==> src/rtl/mmu_pkg.sv <==
package mmu_pkg;
  typedef enum logic [2:0] {
    CMD_NOP   = 3'd0,
    CMD_ALLOC = 3'd1,
    CMD_RESET = 3'd2,
    CMD_RXPOP = 3'd3,
    CMD_RXREL = 3'd4,
    CMD_FREE  = 3'd5,
    CMD_ENQ   = 3'd6,
    CMD_TXRST = 3'd7
  } mmu_cmd_e;
endpackage

==> src/rtl/pb_fifo.sv <==
module pb_fifo #(
  parameter int W     = 6,
  parameter int DEPTH = 16,
  localparam int AW   = $clog2(DEPTH)
) (
  input  logic         clk,
  input  logic         rst_n,
  input  logic         clr,
  input  logic         push,
  input  logic [W-1:0] din,
  input  logic         pop,
  output logic [W-1:0] dout,
  output logic         empty,
  output logic         full
);
  logic [W-1:0] mem [DEPTH];
  logic [AW:0]  wp, rp;

  assign empty = (wp == rp);
  assign full  = (wp[AW] != rp[AW]) && (wp[AW-1:0] == rp[AW-1:0]);
  assign dout  = mem[rp[AW-1:0]];

  always_ff @(posedge clk) begin
    if (push && !clr) mem[wp[AW-1:0]] <= din;
  end

  always_ff @(posedge clk or negedge rst_n) begin
    if (!rst_n) begin
      wp <= '0;
      rp <= '0;
    end else if (clr) begin
      wp <= '0;
      rp <= '0;
    end else begin
      if (push) wp <= wp + 1'b1;
      if (pop)  rp <= rp + 1'b1;
    end
  end


  push_full_chk: assert property (@(posedge clk) disable iff (!rst_n)
    !(push && full && !clr));

  pop_empty_chk: assert property (@(posedge clk) disable iff (!rst_n)
    !(pop && empty && !clr));
endmodule

==> src/rtl/pb_freemap.sv <==
module pb_freemap #(
  parameter int N  = 64,
  localparam int IW = $clog2(N)
) (
  input  logic          clk,
  input  logic          rst_n,
  input  logic          clr,
  input  logic          alloc_en,
  input  logic          free_en,
  input  logic [IW-1:0] free_idx,
  output logic          any_free,
  output logic [IW-1:0] low_idx
);
  logic [N-1:0] used_q;

  always_comb begin
    low_idx  = '0;
    any_free = 1'b0;
    for (int i = N - 1; i >= 0; i--) begin
      if (!used_q[i]) begin
        low_idx  = IW'(i);
        any_free = 1'b1;
      end
    end
  end

  always_ff @(posedge clk or negedge rst_n) begin
    if (!rst_n) used_q <= '0;
    else if (clr) used_q <= '0;
    else begin
      if (free_en)  used_q[free_idx] <= 1'b0;
      if (alloc_en) used_q[low_idx]  <= 1'b1;
    end
  end


  alloc_needs_free_chk: assert property (@(posedge clk) disable iff (!rst_n)
    alloc_en |-> any_free);
endmodule

==> src/rtl/pb_cmd_seq.sv <==
module pb_cmd_seq #(
  parameter int BUSY_CYC = 4,
  parameter int PW       = 6,
  localparam int CW      = $clog2(BUSY_CYC + 1)
) (
  input  logic               clk,
  input  logic               rst_n,
  input  logic               cmd_valid,
  input  logic [2:0]         cmd_code,
  input  logic [PW-1:0]      cmd_pnr,
  output logic               busy,
  output logic               commit,
  output mmu_pkg::mmu_cmd_e  code_q,
  output logic [PW-1:0]      pnr_q
);
  logic [CW-1:0] cnt;

  assign busy   = (cnt != '0);
  assign commit = (cnt == CW'(1));

  always_ff @(posedge clk or negedge rst_n) begin
    if (!rst_n) begin
      cnt    <= '0;
      code_q <= mmu_pkg::CMD_NOP;
      pnr_q  <= '0;
    end else if (cnt != '0) begin
      cnt <= cnt - 1'b1;
    end else if (cmd_valid) begin
      cnt    <= CW'(BUSY_CYC);
      code_q <= mmu_pkg::mmu_cmd_e'(cmd_code);
      pnr_q  <= cmd_pnr;
    end
  end


  busy_rise_chk: assert property (@(posedge clk) disable iff (!rst_n)
    (cmd_valid && !busy) |=> busy);

  commit_ends_busy_chk: assert property (@(posedge clk) disable iff (!rst_n)
    commit |=> !busy);
endmodule

==> src/rtl/pbuf_mmu.sv <==
module pbuf_mmu #(
  parameter int NUM_PKT    = 64,
  parameter int FIFO_DEPTH = 16,
  parameter int BUSY_CYC   = 4,
  localparam int PW        = $clog2(NUM_PKT),
  localparam int RW        = PW + 2
) (
  input  logic          clk,
  input  logic          rst_n,
  input  logic          cmd_valid,
  input  logic [2:0]    cmd_code,
  input  logic [PW-1:0] cmd_pnr,
  output logic          busy,
  output logic [RW-1:0] alloc_result,
  output logic          alloc_irq,
  input  logic          irq_ack,
  output logic          enq_err,
  input  logic          rx_valid,
  output logic          rx_ready,
  output logic          rx_empty,
  output logic [PW-1:0] rx_head,
  output logic          txq_valid,
  input  logic          txq_ready,
  output logic [PW-1:0] txq_pkt,
  input  logic          txdone_valid,
  output logic          txdone_ready,
  input  logic [PW-1:0] txdone_pkt,
  output logic          txc_empty,
  output logic [PW-1:0] txc_head
);
  import mmu_pkg::*;

  localparam logic [RW-1:0] ARR_IDLE = {1'b1, {(RW-1){1'b0}}};

  logic          commit;
  mmu_cmd_e      code_q;
  logic [PW-1:0] pnr_q;
  logic          any_free;
  logic [PW-1:0] low_idx;
  logic          pending_q, irq_q, err_q;
  logic [RW-1:0] arr_q;
  logic          rx_full, txq_full, txq_empty, txc_full;

  pb_cmd_seq #(.BUSY_CYC(BUSY_CYC), .PW(PW)) u_seq (
    .clk(clk), .rst_n(rst_n), .cmd_valid(cmd_valid), .cmd_code(cmd_code),
    .cmd_pnr(cmd_pnr), .busy(busy), .commit(commit), .code_q(code_q), .pnr_q(pnr_q));

  logic all_clr, tx_clr, do_alloc, pend_grant, alloc_ok, rx_fire;
  logic free_en, rx_pop, txq_push, txc_pop;
  logic [PW-1:0] free_idx;

  assign all_clr    = commit && (code_q == CMD_RESET);
  assign tx_clr     = commit && (code_q == CMD_RESET || code_q == CMD_TXRST);
  assign do_alloc   = commit && (code_q == CMD_ALLOC);
  assign pend_grant = !commit && pending_q && any_free;
  assign alloc_ok   = (do_alloc && any_free) || pend_grant;
  assign rx_ready   = !commit && !pending_q && any_free && !rx_full;
  assign rx_fire    = rx_valid && rx_ready;
  assign rx_pop     = commit && (code_q == CMD_RXPOP || code_q == CMD_RXREL) && !rx_empty;
  assign free_en    = commit && ((code_q == CMD_RXREL && !rx_empty) || code_q == CMD_FREE);
  assign free_idx   = (code_q == CMD_RXREL) ? rx_head : pnr_q;
  assign txq_push   = commit && (code_q == CMD_ENQ) && !txq_full;
  assign txq_valid  = !txq_empty;
  assign txdone_ready = !txc_full && !tx_clr;
  assign txc_pop    = commit && (code_q == CMD_FREE) && !txc_empty && (txc_head == pnr_q);

  pb_freemap #(.N(NUM_PKT)) u_map (
    .clk(clk), .rst_n(rst_n), .clr(all_clr), .alloc_en(alloc_ok || rx_fire),
    .free_en(free_en), .free_idx(free_idx), .any_free(any_free), .low_idx(low_idx));

  pb_fifo #(.W(PW), .DEPTH(FIFO_DEPTH)) u_rxf (
    .clk(clk), .rst_n(rst_n), .clr(all_clr), .push(rx_fire), .din(low_idx),
    .pop(rx_pop), .dout(rx_head), .empty(rx_empty), .full(rx_full));

  pb_fifo #(.W(PW), .DEPTH(FIFO_DEPTH)) u_txq (
    .clk(clk), .rst_n(rst_n), .clr(tx_clr), .push(txq_push), .din(pnr_q),
    .pop(txq_valid && txq_ready), .dout(txq_pkt), .empty(txq_empty), .full(txq_full));

  pb_fifo #(.W(PW), .DEPTH(FIFO_DEPTH)) u_txc (
    .clk(clk), .rst_n(rst_n), .clr(tx_clr), .push(txdone_valid && txdone_ready),
    .din(txdone_pkt), .pop(txc_pop), .dout(txc_head), .empty(txc_empty), .full(txc_full));

  always_ff @(posedge clk or negedge rst_n) begin
    if (!rst_n) begin
      pending_q <= 1'b0;
      irq_q     <= 1'b0;
      err_q     <= 1'b0;
      arr_q     <= ARR_IDLE;
    end else if (all_clr) begin
      pending_q <= 1'b0;
      irq_q     <= 1'b0;
      err_q     <= 1'b0;
      arr_q     <= ARR_IDLE;
    end else begin
      if (do_alloc) begin
        if (any_free) arr_q <= {2'b00, low_idx};
        else begin
          arr_q     <= ARR_IDLE;
          pending_q <= 1'b1;
        end
      end else if (pend_grant) begin
        arr_q     <= {2'b00, low_idx};
        pending_q <= 1'b0;
      end
      if (alloc_ok) irq_q <= 1'b1;
      else if (irq_ack) irq_q <= 1'b0;
      if (commit && code_q == CMD_ENQ && txq_full) err_q <= 1'b1;
    end
  end

  assign alloc_result = arr_q;
  assign alloc_irq    = irq_q;
  assign enq_err      = err_q;


  irq_rise_ok_chk: assert property (@(posedge clk) disable iff (!rst_n)
    $rose(alloc_irq) |-> !alloc_result[RW-1]);

  rx_push_lands_chk: assert property (@(posedge clk) disable iff (!rst_n)
    (rx_valid && rx_ready) |=> !rx_empty);

  err_sticky_chk: assert property (@(posedge clk) disable iff (!rst_n)
    (enq_err && !all_clr) |=> enq_err);

  txdone_lands_chk: assert property (@(posedge clk) disable iff (!rst_n)
    (txdone_valid && txdone_ready) |=> !txc_empty);
endmodule

==> config.mk <==
export PLATFORM = sky130hd
export DESIGN_NAME = pbuf_mmu
export DESIGN_NICKNAME = d
export VERILOG_FILES = /design/src/rtl/mmu_pkg.sv /design/src/rtl/pb_fifo.sv /design/src/rtl/pb_freemap.sv /design/src/rtl/pb_cmd_seq.sv /design/src/rtl/pbuf_mmu.sv
export SDC_FILE = /design/constraint.sdc
export NUM_CORES = 1
export LEC_CHECK = 0
export ABC_CLOCK_PERIOD_IN_PS = 3300
export CAP_MARGIN = 10
export CORE_AREA = 2 2 178 180
export DETAILED_ROUTE_END_ITERATION = 12
export DIE_AREA = 0 0 180 182
export PLACE_DENSITY_LB_ADDON = 0.25
export SLEW_MARGIN = 5
export SYNTH_ARGS = -nofsm -noshare
export SYNTH_HDL_FRONTEND = slang
export SYNTH_SLANG_ARGS = --single-unit
==> constraint.sdc <==
create_clock -name clk -period 3.3 [get_ports clk]
set_input_delay 0.495 -clock clk [delete_from_list [all_inputs] [get_ports clk]]
set_output_delay 0.495 -clock clk [all_outputs]
set_load 0.01 [all_outputs]
---- After elaboration in Yosys (flattened, before gate mapping) ----
Memory sizes are Yosys's and may differ from the RTL's.
Cells that the tools add are included.
operators by class
  order comparisons ....................... 4
  equality and inequality tests ........... 19
  bitwise logic cells ..................... 4
  reduce and logical (&&, ||, !) cells .... 59
  add/subtract/negate cells ............... 7
  muxes and demuxes ....................... 170
operators with widths
  kind                                                                    number
  6-bit 2-to-1 mux                                                        65
  64-bit 2-to-1 mux                                                       4
  1-bit 2-to-1 mux                                                        81
  64-bit AND                                                              1
  64-bit inverter                                                         1
  64-bit OR                                                               1
  5-bit 2-to-1 mux                                                        12
  8-bit 2-to-1 mux                                                        4
  1-bit logical AND                                                       31
  5-bit by 1-bit adder with 5-bit output (second input constant)          6
  2-bit nonzero test                                                      8
  5-bit == test                                                           3
  6-bit by 7-bit < comparator with 1-bit output (second input constant)   2
  1-bit demux with 6-bit select                                           2
  3-bit == test (second input constant)                                   4
  4-bit == test                                                           3
  6-bit by 1-bit >= comparator with 1-bit output (second input constant)  2
  1-bit zero test                                                         10
  3-bit nonzero test                                                      3
  3-bit by 1-bit == test with 1-bit output (second input constant)        2
  3-bit by 2-bit == test with 1-bit output (second input constant)        2
  6-bit == test                                                           1
  3-bit 2-to-1 mux                                                        2
  1-bit logical OR                                                        5
  other kinds (5)                                                         8
word-level totals
  memories kept ........................... 3
  input bits .............................. 22
  memory bits (writable) .................. 288
  logic and storage cells ................. 280
  register bits after elaboration ......... 117
  output and inout port bits .............. 34
memory list
  name       words  width  read ports  clocked after Yosys merged registers in  wr ports  line           text
  u_rxf.mem  16     6      1           0                                        1         pb_fifo.sv:16  logic [W-1:0] mem [DEPTH];
  u_txc.mem  16     6      1           0                                        1         pb_fifo.sv:16
  u_txq.mem  16     6      1           0                                        1         pb_fifo.sv:16

---- Depth between registers and ports, before layout ----
  word-level depth ........................ 71
  mapped depth ............................ 12
  depth with buffers taken out ............ 8

---- By module ----
From an unflattened synthesis, not the netlist that was laid out.
second synthesis, totals
  cell total of the unflattened synthesis .. 1341
  area total of the unflattened synthesis .. 18704.2 um2
modules (own cells, without submodules)
  module                times used  area each (um2)  cells each  seq. area each (um2)
  pb_fifo at u_txc ...  2           4435.5           262         3133.0
  pb_fifo at u_rxf      1           4415.5           247         3133.0
  pb_freemap            1           4132.7           457         1601.5
  pbuf_mmu              1           813.3            82          251.5
  pb_cmd_seq            1           471.7            31          300.3

---- Worst setup path after synthesis ----
No wires, ideal clock.
  kind .................................... flip-flop to output port
  from .................................... register u_txq.rp[0]
  to ...................................... output txq_pkt[0]
  path buffers ............................ 2
  required time ........................... 2.805 ns
  setup slack ............................. 0.433 ns
  data arrival time ....................... 2.372 ns
  cell stages (with the launch flop) ...... 5
  cells stage by stage .................... dfrtp_1 > clkbuf_1 > buf_1 > mux4_2 > mux4_2
on the way
  cells in the longest elaborated chain, start to end .. 1
RTL lines
  item                    line            text
  start, declared         pb_fifo.sv:17   logic [AW:0] wp, rp;
  start signal, assigned  pb_fifo.sv:36   if (pop) rp <= rp + 1'b1;
  memory 16 x 6 bit       -
  end, declared           pbuf_mmu.sv:24  output logic [PW-1:0] txq_pkt,
No other way between the ends.

---- Worst setup path after layout ----
  from .................................... register u_rxf.rp[1]
  to ...................................... output rx_head[0]
on the way
  cells in the longest elaborated chain, start to end .. 1
RTL lines
  item                    line            text
  start, declared         pb_fifo.sv:17
  start signal, assigned  pb_fifo.sv:36
  memory 16 x 6 bit       -
  end, declared           pbuf_mmu.sv:21  output logic [PW-1:0] rx_head,
No other way between the ends.

==> impl_metrics.json <==
{
  "outcome": "complete, no violations",
  "cp-end-kind": "output port",
  "period_share_pct": 98.7,
  "fillerInstances": 2018,
  "dp.cells": 1725,
  "vias_per_cell": 6.45,
  "worstSkewPairLatency_ps": 530,
  "ff2ff_path_depth": 8,
  "whs_ps": 28.0,
  "htree_levels": 2,
  "cp.required_ps": 2800,
  "floorplan.die.height_um": 182,
  "p_per_area_mw_per_mm2": 871,
  "avgSynthCellArea_um2": 14.4,
  "grt_max_degree": 65,
  "first_iter_violations": 1328,
  "die_w_um": 180,
  "skew_ps": 13.2,
  "clk_path_buf_depth": 3,
  "syn-instance-count": 1267,
  "ys_seq_elements": 404,
  "cts.sinks": 404,
  "gp_congestion": 0.965,
  "grt_pass1_wl_um": 67500,
  "power_frac_comb_pct": 31.6,
  "tightest_slew_ps": 1150,
  "ant_nets": 0,
  "firstDrtPassIters": 5,
  "final_cells": 1806,
  "routed_wl_um": 43800,
  "yosysTopAreaCell": "edfxtp_1",
  "r2r_slack_ps": 180,
  "min_path_type": "in2async",
  "yosysWarnings": 0,
  "crit_fanout": 10,
  "cts_buffers": 41,
  "grt_antenna_before_repair": 0,
  "io-pin-count": 56,
  "async_flop_share_pct": 28.7,
  "sw_frac_of_total_pct": 34.6,
  "worstSetupStartpointType": "flip-flop",
  "drive_gt1_share_pct": 18.9,
  "worstPathArrival_ps": 2760,
  "p_leak_nw": 7.43,
  "rows": 65,
  "finalPower_mw": 18.4,
  "placed_area_mm2": 0.0196,
  "clkPwrFrac_pct": 26.0,
  "hold_violations": 0,
  "cts_root_buffer": "clkbuf_16",
  "critical_path_class": "reg2out",
  "synthTopCellsByArea": "edfxtp_1, dfrtp_1, mux4_2, o211ai_1, o31ai_1",
  "synth_ff_type": "edfxtp_1",
  "hold_buffers": 0,
  "synth-edff-count": 288,
  "grtUsageTotal_pct": 26.8,
  "finalSetupViolations": 0,
  "yosysSeqAreaShare_pct": 63.2,
  "ir_drop_mv": 0.484,
  "cts_tree": "built",
  "drc": 0,
  "wl_per_cell_um": 24.3,
  "vias": 11643,
  "max_slew_margin_pct": 22.4,
  "final_area_mm2": 0.0212,
  "clk_pin_slew_ps": 60,
  "p_int_mw": 12.1,
  "synth_top_area_share_pct": 47.3,
  "synth_area_mm2": 0.0183,
  "antenna_cells": 0,
  "cap_viol_max_count": 0,
  "power_switching_mw": 6.37,
  "slew_viol_final": 0,
  "seqPwrFrac_pct": 42.3,
  "area_growth_pct": 15.9,
  "grt_pass1_vias": 11554,
  "synthDistinctLibCells": 80,
  "coreArea_mm2": 0.0310,
  "syn-num-nets": 1305,
  "hpwl_um": 28800,
  "max_freq_mhz": 307,
  "portBuffers": 54,
  "nets": 1410,
  "start_util_pct": 59.0,
  "grt_overflow": 0,
  "fp.dieArea_mm2": 0.0328,
  "min_period_ps": 3260
}
[final timing paths]
check                                       startpoint                          end
setup / recovery               u_rxf.rp[1]$_DFFE_PN0P_                   rx_head[0]
hold / removal                                   rst_n        alloc_irq$_DFFE_PN0P_
setup reg to reg               u_rxf.rp[1]$_DFFE_PN0P_    u_map.used_q[7]$_DFF_PN0_
hold reg to reg            alloc_result[2]$_DFFE_PN0P_  alloc_result[2]$_DFFE_PN0P_
max in group asynchronous                        rst_n   u_map.used_q[20]$_DFF_PN0_
min in group clk           alloc_result[2]$_DFFE_PN0P_  alloc_result[2]$_DFFE_PN0P_
[sequential cells by signal (all words and copies together) (netlist names)]
register      count
pending_q         1
u_txq.rp          5
u_rxf.mem        96
u_txq.mem        96
u_txc.wp          5
u_txc.rp          5
u_seq.code_q      3
u_map.used_q     64
enq_err           1
u_seq.pnr_q       6
u_seq.cnt         3
alloc_result      7
u_rxf.rp          5
u_txc.mem        96
u_rxf.wp          5
alloc_irq         1
u_txq.wp          5
[through the flow]
stage	setup slack, ps	TNS (ps)	util, %
after floorplan	433	0	-
after global placement	315	0	63.2
after detailed placement	263	0	63.2
after CTS	3.30	0	67.9
after global routing	-2.25	-2.25	68.3
final	43.7	0	68.3
[critical path, stage by stage, from the launching register on]
cell and delay (ps):
dfrtp_2 450, bufbuf_16 330, mux4_2 530, mux2i_1 170, buf_4 160, a21oi_1 80
clkdlybuf4s50_1 520
[cell families (layout without fill, tap and decap cells)]
kind of cell	count (synthesis)	count (layout)	synth area share, %
DFF	404	404	63.2
and+or+nand+nor	330	330	9.40
AOI/OAI and AO/OA	245	245	9.65
muxes	120	120	11.9
buffers and inverters	111	248	2.73
xor gates and xnor gates	40	40	1.92
adders and majority gates	16	16	1.10
other	1	1	0.0205
[power groups by stage]
stage          logic, mW  clock network, mW  registers, mW
2_1_floorplan       3.74                  0           7.34
3_3_place_gp        5.58                  0           7.79
3_5_place_dp        5.70                  0           7.84
4_1_cts             5.77               4.83           7.76
5_1_grt             6.32               5.05           7.93
6_report            5.83               4.80           7.81
[repair_timing]
action / in CTS / in global routing
setup endpoints to repair: 16 / 10
resized for setup: 11 / 14
buffers inserted: 0 / 4
cloned: 1 / 1
[Yosys cell counts, types with 4 or more instances]
| master | n |
|---|---|
| edfxtp_1 | 288 |
| dfrtp_1 | 115 |
| nand2_1 | 82 |
| mux4_2 | 70 |
| nor2_1 | 68 |
| o211ai_1 | 55 |
| o21ai_0 | 43 |
| inv_1 | 42 |
| o31ai_1 | 42 |
| clkbuf_1 | 38 |
| nand4_1 | 31 |
| mux2i_1 | 29 |
| and2_1 | 27 |
| nand3_1 | 27 |
| xor2_1 | 27 |
| a21oi_1 | 19 |
| ha_1 | 16 |
| mux2_2 | 15 |
| a31oi_1 | 13 |
| nor3_1 | 13 |
| xnor2_1 | 13 |
| nor4_1 | 12 |
| buf_2 | 11 |
| nand2b_1 | 10 |
| or3_1 | 9 |
| a211oi_1 | 8 |
| nor2b_1 | 8 |
| buf_1 | 7 |
| buf_6 | 7 |
| o22ai_1 | 7 |
| a31o_2 | 6 |
| and3_1 | 6 |
| nor3b_1 | 6 |
| a21boi_0 | 5 |
| and4_1 | 5 |
| mux4_1 | 5 |
| o41ai_1 | 5 |
| buf_4 | 4 |
| o21ai_1 | 4 |
| or3b_1 | 4 |
[cell usage in the layout (no fill, tap or decap), types with 10 or more instances in the layout]
master / count
edfxtp_1: 288
dfrtp_1: 110
nand2_1: 82
mux4_2: 70
nor2_1: 68
buf_4: 66
o211ai_1: 55
clkdlybuf4s50_1: 48
o21ai_0: 43
clkbuf_16: 43
inv_1: 42
o31ai_1: 42
nand4_1: 31
mux2i_1: 29
and2_1: 28
nand3_1: 27
xor2_1: 27
a21oi_1: 19
ha_1: 16
mux2_2: 15
xnor2_1: 13
a31oi_1: 13
nor3_1: 12
nand2b_1: 10
clkbuf_1: 10
[layout make-up]
cell class | instances | area [um^2] | share of cell area [%]
Clock buffer | 58 | 1170 | 5.53
Clock inverter | 17 | 235 | 1.11
Inverter | 44 | 165 | 0.780
Multi-Input combinational cell | 752 | 6300 | 29.8
Sequential cell | 404 | 11600 | 54.6
Tap cell | 402 | 503 | 2.38
Timing Repair Buffer | 129 | 1240 | 5.86
[per-layer routing]
| metal | part of all wire [%] | track usage [%] | up-vias |
|---|---|---|---|
| met5 | 0 | 0 | - |
| met4 | 2.3 | 7.06 | 0 |
| met2 | 50 | 44.5 | 489 |
| li1 | - | - | 5167 |
| met1 | 41 | 37.8 | 5915 |
| met3 | 6.9 | 3.61 | 72 |
Power figures use the tool's default switching activity.
